--- src/rtl/gpio_pinmux_pkg.sv ---
package gpio_pinmux_pkg;

    localparam int REG_W    = 32;
    localparam int N_GPIO   = 3;
    localparam int N_GPO    = 2;
    localparam int SEL_W    = 3;
    localparam int SYNC_LEN = 2;

    localparam int DAT_LSB  = 0;
    localparam int GPO_LSB  = 3;
    localparam int DIR_LSB  = 8;
    localparam int SEL_LSB  = 20;

    typedef enum logic [SEL_W-1:0] {
        ROUTE_EEPROM   = 3'd0,
        ROUTE_GPO_GPO  = 3'd1,
        ROUTE_GPO_RXDV = 3'd2,
        ROUTE_TXEN_GPO = 3'd3,
        ROUTE_TXEN_RXDV= 3'd4,
        ROUTE_CLOCKS   = 3'd5,
        ROUTE_RSV_A    = 3'd6,
        ROUTE_RSV_B    = 3'd7
    } route_e;

    typedef struct packed {
        logic [N_GPIO-1:0] dir;
        logic [N_GPIO-1:0] dat;
        logic [N_GPO-1:0]  gpo;
        route_e            route;
    } ctrl_t;

    typedef struct packed {
        logic dat_o;
        logic dat_oe;
        logic clk_o;
        logic clk_oe;
    } shared_t;

    function automatic ctrl_t decode_write(input logic [REG_W-1:0] w);
        ctrl_t c;
        c.dir   = w[DIR_LSB +: N_GPIO];
        c.dat   = w[DAT_LSB +: N_GPIO];
        c.gpo   = w[GPO_LSB +: N_GPO];
        c.route = route_e'(w[SEL_LSB +: SEL_W]);
        return c;
    endfunction

    function automatic logic [REG_W-1:0] encode_read(input ctrl_t c,
                                                     input logic [N_GPIO-1:0] lvl);
        logic [REG_W-1:0] r;
        r = '0;
        r[DIR_LSB +: N_GPIO] = c.dir;
        r[DAT_LSB +: N_GPIO] = lvl;
        r[GPO_LSB +: N_GPO]  = c.gpo;
        r[SEL_LSB +: SEL_W]  = c.route;
        return r;
    endfunction

    function automatic logic [REG_W-1:0] live_mask();
        logic [REG_W-1:0] m;
        m = '0;
        m[DIR_LSB +: N_GPIO] = '1;
        m[DAT_LSB +: N_GPIO] = '1;
        m[GPO_LSB +: N_GPO]  = '1;
        m[SEL_LSB +: SEL_W]  = '1;
        return m;
    endfunction

endpackage

--- src/rtl/gpio_pinmux_regs.sv ---
module gpio_pinmux_regs
    import gpio_pinmux_pkg::*;
(
    input  logic             clk,
    input  logic             rst,
    input  logic             wr_en,
    input  logic [REG_W-1:0] wr_data,
    output ctrl_t            ctrl
);

    always_ff @(posedge clk) begin
        if (rst) begin
            ctrl <= '{dir: '0, dat: '0, gpo: '0, route: ROUTE_EEPROM};
        end else if (wr_en) begin
            ctrl <= decode_write(wr_data);
        end
    end

endmodule

--- src/rtl/gpio_pinmux_sync.sv ---
module gpio_pinmux_sync #(
    parameter int WIDTH  = 3,
    parameter int STAGES = 2
) (
    input  logic             clk,
    input  logic             rst,
    input  logic [WIDTH-1:0] d,
    output logic [WIDTH-1:0] q
);

    logic [STAGES-1:0][WIDTH-1:0] chain;

    always_ff @(posedge clk) begin
        if (rst) begin
            chain <= '0;
        end else begin
            chain <= {chain[STAGES-2:0], d};
        end
    end

    assign q = chain[STAGES-1];

endmodule

--- src/rtl/gpio_pinmux_route.sv ---
module gpio_pinmux_route
    import gpio_pinmux_pkg::*;
(
    input  route_e           route,
    input  logic [N_GPO-1:0] gpo,
    input  logic             eng_dat_out,
    input  logic             eng_dat_oe,
    input  logic             eng_clk,
    input  logic             mac_tx_en,
    input  logic             mac_rx_dv,
    input  logic             mac_tx_clk,
    input  logic             mac_rx_clk,
    input  logic             shr_dat_i,
    output shared_t          pins,
    output logic             eng_dat_in
);

    always_comb begin
        pins = '0;
        unique case (route)
            ROUTE_EEPROM:    pins = '{dat_o: eng_dat_out, dat_oe: eng_dat_oe,
                                      clk_o: eng_clk,     clk_oe: 1'b1};
            ROUTE_GPO_GPO:   pins = '{dat_o: gpo[0],     dat_oe: 1'b1,
                                      clk_o: gpo[1],     clk_oe: 1'b1};
            ROUTE_GPO_RXDV:  pins = '{dat_o: gpo[0],     dat_oe: 1'b1,
                                      clk_o: mac_rx_dv,  clk_oe: 1'b1};
            ROUTE_TXEN_GPO:  pins = '{dat_o: mac_tx_en,  dat_oe: 1'b1,
                                      clk_o: gpo[1],     clk_oe: 1'b1};
            ROUTE_TXEN_RXDV: pins = '{dat_o: mac_tx_en,  dat_oe: 1'b1,
                                      clk_o: mac_rx_dv,  clk_oe: 1'b1};
            ROUTE_CLOCKS:    pins = '{dat_o: mac_tx_clk, dat_oe: 1'b1,
                                      clk_o: mac_rx_clk, clk_oe: 1'b1};
            default:         pins = '0;
        endcase
    end

    assign eng_dat_in = (route == ROUTE_EEPROM) ? shr_dat_i : 1'b0;

endmodule

--- src/rtl/gpio_pinmux.sv ---
module gpio_pinmux
    import gpio_pinmux_pkg::*;
(
    input  logic              clk,
    input  logic              rst,
    input  logic              wr_en,
    input  logic [REG_W-1:0]  wr_data,
    output logic [REG_W-1:0]  rd_data,
    input  logic [N_GPIO-1:0] gpio_i,
    output logic [N_GPIO-1:0] gpio_o,
    output logic [N_GPIO-1:0] gpio_oe,
    output logic [N_GPO-1:0]  gpo_o,
    input  logic              eng_dat_out,
    input  logic              eng_dat_oe,
    input  logic              eng_clk,
    output logic              eng_dat_in,
    input  logic              mac_tx_en,
    input  logic              mac_rx_dv,
    input  logic              mac_tx_clk,
    input  logic              mac_rx_clk,
    input  logic              shr_dat_i,
    output logic              shr_dat_o,
    output logic              shr_dat_oe,
    output logic              shr_clk_o,
    output logic              shr_clk_oe
);

    ctrl_t             ctrl;
    shared_t           pins;
    logic [N_GPIO-1:0] pin_lvl;

    gpio_pinmux_regs u_regs (
        .clk     (clk),
        .rst     (rst),
        .wr_en   (wr_en),
        .wr_data (wr_data),
        .ctrl    (ctrl)
    );

    gpio_pinmux_sync #(.WIDTH(N_GPIO), .STAGES(SYNC_LEN)) u_sync (
        .clk (clk),
        .rst (rst),
        .d   (gpio_i),
        .q   (pin_lvl)
    );

    gpio_pinmux_route u_route (
        .route       (ctrl.route),
        .gpo         (ctrl.gpo),
        .eng_dat_out (eng_dat_out),
        .eng_dat_oe  (eng_dat_oe),
        .eng_clk     (eng_clk),
        .mac_tx_en   (mac_tx_en),
        .mac_rx_dv   (mac_rx_dv),
        .mac_tx_clk  (mac_tx_clk),
        .mac_rx_clk  (mac_rx_clk),
        .shr_dat_i   (shr_dat_i),
        .pins        (pins),
        .eng_dat_in  (eng_dat_in)
    );

    assign gpio_oe    = ctrl.dir;
    assign gpio_o     = ctrl.dat & ctrl.dir;
    assign gpo_o      = ctrl.gpo;
    assign rd_data    = encode_read(ctrl, pin_lvl);
    assign shr_dat_o  = pins.dat_o;
    assign shr_dat_oe = pins.dat_oe;
    assign shr_clk_o  = pins.clk_o;
    assign shr_clk_oe = pins.clk_oe;

endmodule

--- config.mk ---
export PLATFORM = sky130hd
export DESIGN_NAME = gpio_pinmux
export DESIGN_NICKNAME = d
export VERILOG_FILES = /design/src/rtl/gpio_pinmux_pkg.sv /design/src/rtl/gpio_pinmux_regs.sv /design/src/rtl/gpio_pinmux_sync.sv /design/src/rtl/gpio_pinmux_route.sv /design/src/rtl/gpio_pinmux.sv
export SDC_FILE = /design/constraint.sdc
export NUM_CORES = 1
export LEC_CHECK = 0
export BUFFER_PORTS_ARGS = -buffer_cell sky130_fd_sc_hd__buf_2
export CELL_PAD_IN_SITES_DETAIL_PLACEMENT = 1
export CELL_PAD_IN_SITES_GLOBAL_PLACEMENT = 2
export CORE_ASPECT_RATIO = 0.9
export CORE_MARGIN = 2
export CORE_UTILIZATION = 20
export CTS_CLUSTER_SIZE = 25
export DETAILED_ROUTE_END_ITERATION = 16
export GPL_TIMING_DRIVEN = 0
export PLACE_DENSITY_LB_ADDON = 0.1
export SLEW_MARGIN = 15
export SYNTH_ARGS = -nofsm -noshare
export SYNTH_HDL_FRONTEND = slang
export SYNTH_SLANG_ARGS = --single-unit
export TNS_END_PERCENT = 10
--- constraint.sdc ---
create_clock -name clk -period 1.6 [get_ports clk]
set_input_delay 0.24 -clock clk [delete_from_list [all_inputs] [get_ports clk]]
set_output_delay 0.24 -clock clk [all_outputs]
set_load 0.05 [all_outputs]
==> flow_summary_export.csv, run 1 <==
group,metric,value,unit
run_status,status,"finished with violations",
run_status,violated_checks,"setup timing",
clock_tree,worstSkewPairLatency,0.25,ns
finish,final_nets,235,
setup_path,r2r_start,"u_regs.ctrl[0]$_SDFFE_PP0P_",
logic_synthesis,syn_inst,110,
clock_tree,cts_tree,"done",
detailed_routing,route.detailed.vias_per_inst,3.613,
sta,final.period_utilization,1.039,
power_and_ir_drop,power.share.clock,0.248,
setup_path,setup.worst_path.start,"u_regs.ctrl[2]$_SDFFE_PP0P_",
global_routing,number_of_antenna_violations_at_the_first_check_in_global_routing,0,
global_routing,grt_first_pass_wirelength,4.091,mm
clock_tree,clk_transition_reported_paths,0.07,ns
clock_tree,htree_levels,1,
floorplan,placementRows,24,
sta,rsz0062_at_grt,"yes",
setup_path,cp_buf_inv_count,2,
setup_path,critPathCapture,"shr_clk_o",
logic_synthesis,postSynthRegisterBits,17,
sta,finalWorstPathRequiredPeriod,1.663,ns
floorplan,die-area,0.005673,mm^2
global_routing,globalRouteMet2Util,0.1601,
placement,place.gp.congestion,0.6596,
power_and_ir_drop,powerDensity,825.4,mW/mm^2
setup_path,crit_family,"compound AO/OA/AOI/OAI gates",
detailed_routing,route.detailed.drc,0,
power_and_ir_drop,power.sequential.fraction,0.356,
clock_tree,clock_tree.root_cell,"clkbuf_8",
floorplan,floorplan.io_pins,91,
sta,tns,-0.09444,ns
setup_path,r2r_setup_slack,0.71,ns
logic_synthesis,synth.distinct_cells,24,
power_and_ir_drop,internal_power,805.0,uW
finish,drive_above_1_share,0.5691,
setup_path,timing.rr.end,"u_regs.ctrl[0]$_SDFFE_PP0P_",
setup_path,startpoint_type,"flip-flop",
detailed_routing,post_drt_wl_per_cell,10.05,um
finish,fillerInstances,607,
logic_synthesis,ys_top_cells_by_area,"dfxtp_1 33%, buf_4 28%, mux2i_1 12%, nor2_1 4.1%, nor2b_1 3.7%",
sta,finalWorstSetupSlack,-0.06292,ns
finish,final_cell_area,0.001572,mm^2
hold_path,whs_path_depth,2,
global_routing,grt_start_max_net_pins,11,
logic_synthesis,yosys.area.top_type_share,0.3346,
setup_path,worst-endpoint-required,1.36,ns
setup_path,worstRegToRegCells,4,
finish,mostFrequentLayoutCell,"buf_2",
global_routing,total_overflow_reported_by_the_global_router,0,
setup_path,cp-end-kind,"output port",
power_and_ir_drop,power.net_switching,492.1,uW
power_and_ir_drop,comb_power_share,0.396,
global_routing,grt_pass1_vias,907,
detailed_routing,detailedRoute.firstIterationViolations,7,
setup_path,timing.critical_path.slowest_stage_cell,"dfxtp_4",
global_routing,gr-usage-met1,0.1081,
placement,placed_area,0.001420,mm^2
clock_tree,cts.sinks,17,
detailed_routing,via_count,914,
logic_synthesis,synthesis.area,0.001017,mm^2
placement,portBuffers,48,
flow_run,max_cap_viols,0,
clock_tree,clock_path_buffers,2,
logic_synthesis,synth.largest_area_cell,"dfxtp_1",
global_routing,grt.met3_usage,0.02519,
finish,area_delta_synth_final,54.49,%
power_and_ir_drop,ir_drop,0.2892,mV
sta,timing_max_transition_violations_final,0,
setup_path,cp.depth,4,
finish,layout_common_cells,"46 x buf_2, 43 x buf_4, 21 x conb_1",
clock_tree,numCtsBuffers,3,
floorplan,floorplan.die.width,79.18,um
finish,antennaDiodeCount,0,
detailed_routing,postRouteWirelength,2.543,mm
power_and_ir_drop,total_leakage_power,0.0008711,uW
setup_path,worst-path-max-fanout,6,
floorplan,initial_utilization,0.2091,
detailed_routing,drt_pre_antenna_iters,2,
setup_path,cp_slowest_stage_delay,0.36,ns
sta,report.final.hold_viol_count,0,
logic_synthesis,syn_area_per_cell,9.248,um^2
hold_path,classification_of_the_worst_slack_hold_path,"input port to flip-flop",
detailed_routing,postRouteAntennaNets,0,
setup_path,cp.arrival,1.42,ns
logic_synthesis,synth-warning-count,0,
floorplan,die-height,71.66,um
sta,setup_viol,2,
placement,post-dp-hpwl,2.023,mm
global_routing,groute.usage.overall,0.09120,
setup_path,cell_chain_of_the_critical_path,"buf_8, o21bai_4, a221oi_2, buf_6",
setup_path,timing.setup.critical_path_class,"flip-flop to output port",
logic_synthesis,synth_seq_area_share,0.3346,
sta,achievable-frequency,601.4,MHz
sta,setup_skew_after_layout,0.0002567,ns
hold_path,worst_hold_launch,"gpio_i[0]",
global_routing,top_usage_layer,"met2",
power_and_ir_drop,power.switching_fraction,0.3794,
floorplan,core_region_area,0.004865,mm^2
==> routing by layer <==
metal  up-vias  share of wire  wire length [um]
met4         0         0.0055                14
li1        455              -                 -
met2        44           0.49              1253
met3         2          0.087               222
met1       413           0.41              1053
met5         -              0                 0
==> registers in the layout, indices dropped and copies added (netlist names) <==
signal / count
u_regs.ctrl: 11
u_sync.chain: 3
u_sync.q: 3
==> how the worst min path moves through the flow <==
stage | end | slack (ns)
floorplan | u_sync.chain[0]$_SDFF_PP0_ | 0.31
global placement | u_sync.q[2]$_SDFF_PP0_ | 0.43
detailed placement | u_sync.q[1]$_SDFF_PP0_ | 0.43
CTS | u_sync.chain[0]$_SDFF_PP0_ | 0.19
global route | u_sync.chain[0]$_SDFF_PP0_ | 0.21
finish | u_sync.chain[0]$_SDFF_PP0_ | 0.19
==> synthesized netlist by cell type, drive strengths merged <==
cell type and number:
xnor2 1, and2 3, or3 1, o21ai 1
buf 42, nor2 11, nor4 1, a21oi 2
o21bai 1, a211o 1, nand2b 1, conb 1
dfxtp 17, nor3b 1, nor4b 1, mux2i 12
nand2 3, a211oi 1, a221oi 1, nor2b 6
nand3b 1, or2b 1
==> logic make-up after synthesis <==
| family | share of synthesized area |
|---|---|
| AOI/OAI and AO/OA | 0.05780 |
| xor gates and xnor gates | 0.008612 |
| buffers and inverters | 0.3186 |
| DFF | 0.3346 |
| muxes | 0.1181 |
| other | 0.003686 |
| and+or+nand+nor | 0.1587 |
==> through the flow <==
| step | hold WS [ns] | std cells | worst slack [ns] | power (uW) | utilization |
|---|---|---|---|---|---|
| 2_1_floorplan | 0.3116 | 130 | -0.04687 | 861.4 | - |
| 3_3_place_gp | 0.4278 | 243 | 0.1370 | 940.8 | 0.2919 |
| 3_5_place_dp | 0.4277 | 243 | 0.08851 | 946.0 | 0.2919 |
| 4_1_cts | 0.1912 | 251 | -0.06224 | 1298 | 0.3125 |
| 5_1_grt | 0.2051 | 253 | -0.1292 | 1368 | 0.3230 |
| 6_report | 0.1943 | 253 | -0.06292 | 1297 | 0.3230 |
==> power groups by stage <==
| stage | clock network [uW] | registers (uW) | logic [uW] |
|---|---|---|---|
| 6_report | 322 | 462 | 513 |
| 5_1_grt | 359 | 465 | 544 |
| 4_1_cts | 340 | 463 | 496 |
| 3_5_place_dp | 0 | 472 | 474 |
| 3_3_place_gp | 0 | 471 | 469 |
| 2_1_floorplan | 0 | 467 | 394 |
==> layout make-up <==
class,count,area [um^2],share of cell area
tap,65,81.33,0.05175
buffer,42,327.8,0.2086
clock buffer,3,41.29,0.02627
clock inverter,1,5.005,0.003185
multi-input combinational,71,454.2,0.2890
timing repair buffer,54,316.6,0.2014
sequential,17,345.3,0.2197
==> what timing repair did <==
action | CTS | global route
setup endpoints to repair | 2 | 4
endpoints found under the hold margin | 0 | 0
pin swaps | 2 | 2
gates cloned | 0 | 0
hold buffers | 0 | 0
resized for setup | 10 | 3
setup buffers | 4 | 2
Power figures use the tool's default switching activity.
==> inputs of run 2 (changes only) <==
--- a/config.mk
+++ b/config.mk
@@ -14,7 +14,7 @@
 export CTS_CLUSTER_SIZE = 25
 export DETAILED_ROUTE_END_ITERATION = 16
 export GPL_TIMING_DRIVEN = 0
-export PLACE_DENSITY_LB_ADDON = 0.1
+export PLACE_DENSITY = 0.81
 export SLEW_MARGIN = 15
 export SYNTH_ARGS = -nofsm -noshare
 export SYNTH_HDL_FRONTEND = slang
==> run 2 against run 1 <==
Effect of this change: the flow still finishes with violations (setup timing); critical path depth grew 2; sequential cell count is the same; global-route usage shrank 0.78 points; final cell count grew 0.40%; register-to-register slack lost 0.13 ns; cell area grew 2.7%.
==> flow_summary_export.csv, run 2 (synthesized netlist as in run 1, its figures left out) <==
group,metric,value,unit
run_status,status,"finished with violations",
run_status,violated_checks,"setup timing",
sta,report.final.hold_viol_count,0,
detailed_routing,drt_pre_antenna_iters,2,
placement,worst_slack_at_placement,0.1306,ns
power_and_ir_drop,total_leakage_power,0.0008919,uW
clock_tree,clk_transition_reported_paths,0.07,ns
detailed_routing,met2_length,1.299,mm
setup_path,r2r_setup_slack,0.58,ns
hold_path,whs_path_depth,2,
hold_path,classification_of_the_worst_slack_hold_path,"input port to flip-flop",
setup_path,cp-end-kind,"output port",
setup_path,r2r_start,"u_regs.ctrl[2]$_SDFFE_PP0P_",
floorplan,die-area,0.005673,mm^2
power_and_ir_drop,ir_drop,0.4352,mV
detailed_routing,total_met3_wirelength_after_detailed_routing,173,um
clock_tree,worstSkewPairLatency,0.25,ns
finish,postLayoutCoreUtil,0.3318,
clock_tree,cts_hold_buf,0,
hold_path,hold_path_end,"u_sync.chain[0]$_SDFF_PP0_",
detailed_routing,wirelength_met1,1.000,mm
flow_run,max_cap_viols,0,
detailed_routing,top_layer_used,"met3",
floorplan,floorplan.die.width,79.18,um
floorplan,die-height,71.66,um
clock_tree,numCtsBuffers,3,
detailed_routing,postRouteAntennaNets,0,
detailed_routing,postRouteWirelength,2.473,mm
global_routing,number_of_antenna_violations_at_the_first_check_in_global_routing,0,
setup_path,startpoint_type,"flip-flop",
power_and_ir_drop,powerDensity,808.4,mW/mm^2
sta,achievable-frequency,613.9,MHz
setup_path,timing.setup.critical_path_class,"flip-flop to output port",
sta,timing_max_transition_violations_final,0,
placement,dp.cells,243,
finish,top_register,"u_regs.ctrl",
setup_path,cp.arrival,1.39,ns
floorplan,floorplan.io_pins,91,
global_routing,grt_first_pass_wirelength,3.774,mm
detailed_routing,route.detailed.drc,0,
finish,antennaDiodeCount,0,
detailed_routing,via_count,897,
setup_path,worst-endpoint-required,1.36,ns
detailed_routing,detailedRoute.firstIterationViolations,17,
finish,drive_above_1_share,0.5873,
clock_tree,cts_tree,"done",
global_routing,grt_start_max_net_pins,11,
sta,final.period_utilization,1.018,
sta,rsz0062_at_grt,"yes",
floorplan,placementRows,24,
finish,final_nets,236,
setup_path,worstRegToRegCells,5,
finish,area_delta_synth_final,58.67,%
finish,mostFrequentLayoutCell,"buf_2",
detailed_routing,route.detailed.vias_per_inst,3.531,
floorplan,core_region_area,0.004865,mm^2
clock_tree,cts.sinks,17,
global_routing,grt_pass1_vias,842,
sta,finalWorstSetupSlack,-0.02887,ns
floorplan,initial_utilization,0.2091,
sta,finalWorstPathRequiredPeriod,1.629,ns
sta,setup_skew_after_layout,0.0002306,ns
clock_tree,htree_levels,1,
clock_tree,clock_path_buffers,2,
sta,tns,-0.02887,ns
sta,setup_viol,1,
setup_path,timing.rr.end,"u_regs.ctrl[2]$_SDFFE_PP0P_",
setup_path,worst-path-max-fanout,6,
global_routing,total_overflow_reported_by_the_global_router,0,
placement,post-dp-hpwl,1.931,mm
detailed_routing,post_drt_wl_per_cell,9.736,um
finish,largest_reg_flops,11,
clock_tree,clock_tree.root_cell,"clkbuf_8",
global_routing,groute.usage.overall,0.08338,
placement,place.gp.congestion,0.6048,
sta,whs,0.2017,ns
placement,portBuffers,48,
finish,layout.cells.non_filler,254,
finish,layout_common_cells,"45 x buf_2, 44 x buf_4, 21 x conb_1",
hold_path,worst_hold_launch,"gpio_i[0]",
run 2: routing by layer:
metal / track usage / up-vias
li1: - / 458
met1: 0.09293 / 410
met2: 0.1563 / 29
met3: 0.03275 / 0
met4: 0.005747 / 0
met5: 0 / -
run 2: worst max-delay path: stages (launching register included):
cell and delay (ns):
dfxtp_4 0.35, buf_8 0.13, buf_6 0.12, nand2_4 0.05, a211oi_2 0.05, a211o_1 0.28, buf_6 0.16
run 2: stage by stage:
stage | total power, uW | area, um^2
floorplan | 861.4 | 1099
global placement | 938.6 | 1420
detailed placement | 944.2 | 1420
CTS | 1296 | 1515
global route | 1383 | 1614
finish | 1305 | 1614
run 2: final cells by class:
class / instances / area, um^2
Multi-Input combinational cell: 71 / 481.7
Clock buffer: 3 / 41.29
Timing Repair Buffer: 55 / 330.3
Sequential cell: 17 / 346.6
Buffer: 42 / 327.8
Clock inverter: 1 / 5.005
Tap cell: 65 / 81.33
Fill cell: 602 / 3251
run 2: worst max-delay path by stage:
stage / endpoint / slack, ns / startpoint / cells past startpoint
finish: shr_dat_o / -0.03 / u_regs.ctrl[2]$_SDFFE_PP0P_ / 6
floorplan: eng_dat_in / -0.05 / u_regs.ctrl[0]$_SDFFE_PP0P_ / 2
detailed placement: shr_dat_o / 0.13 / u_regs.ctrl[2]$_SDFFE_PP0P_ / 5
CTS: shr_clk_o / -0.02 / u_regs.ctrl[2]$_SDFFE_PP0P_ / 4
global route: shr_dat_o / -0.08 / u_regs.ctrl[2]$_SDFFE_PP0P_ / 6
global placement: shr_dat_o / 0.13 / u_regs.ctrl[2]$_SDFFE_PP0P_ / 5
run 2: where the power goes:
group | leakage, uW | internal [uW] | switching [uW] | total, uW
Clock | 0.0000255 | 172 | 145 | 318
Combinational | 0.000725 | 195 | 331 | 526
Sequential | 0.000142 | 447 | 14.7 | 461
Total | 0.000892 | 814 | 491 | 1300
run 2: what timing repair did:
item | CTS | global route
hold endpoints to repair | 0 | 0
resized for setup | 9 | 14
endpoints found under the setup margin | 2 | 4
pin swaps | 1 | 4
buffers inserted | 2 | 5
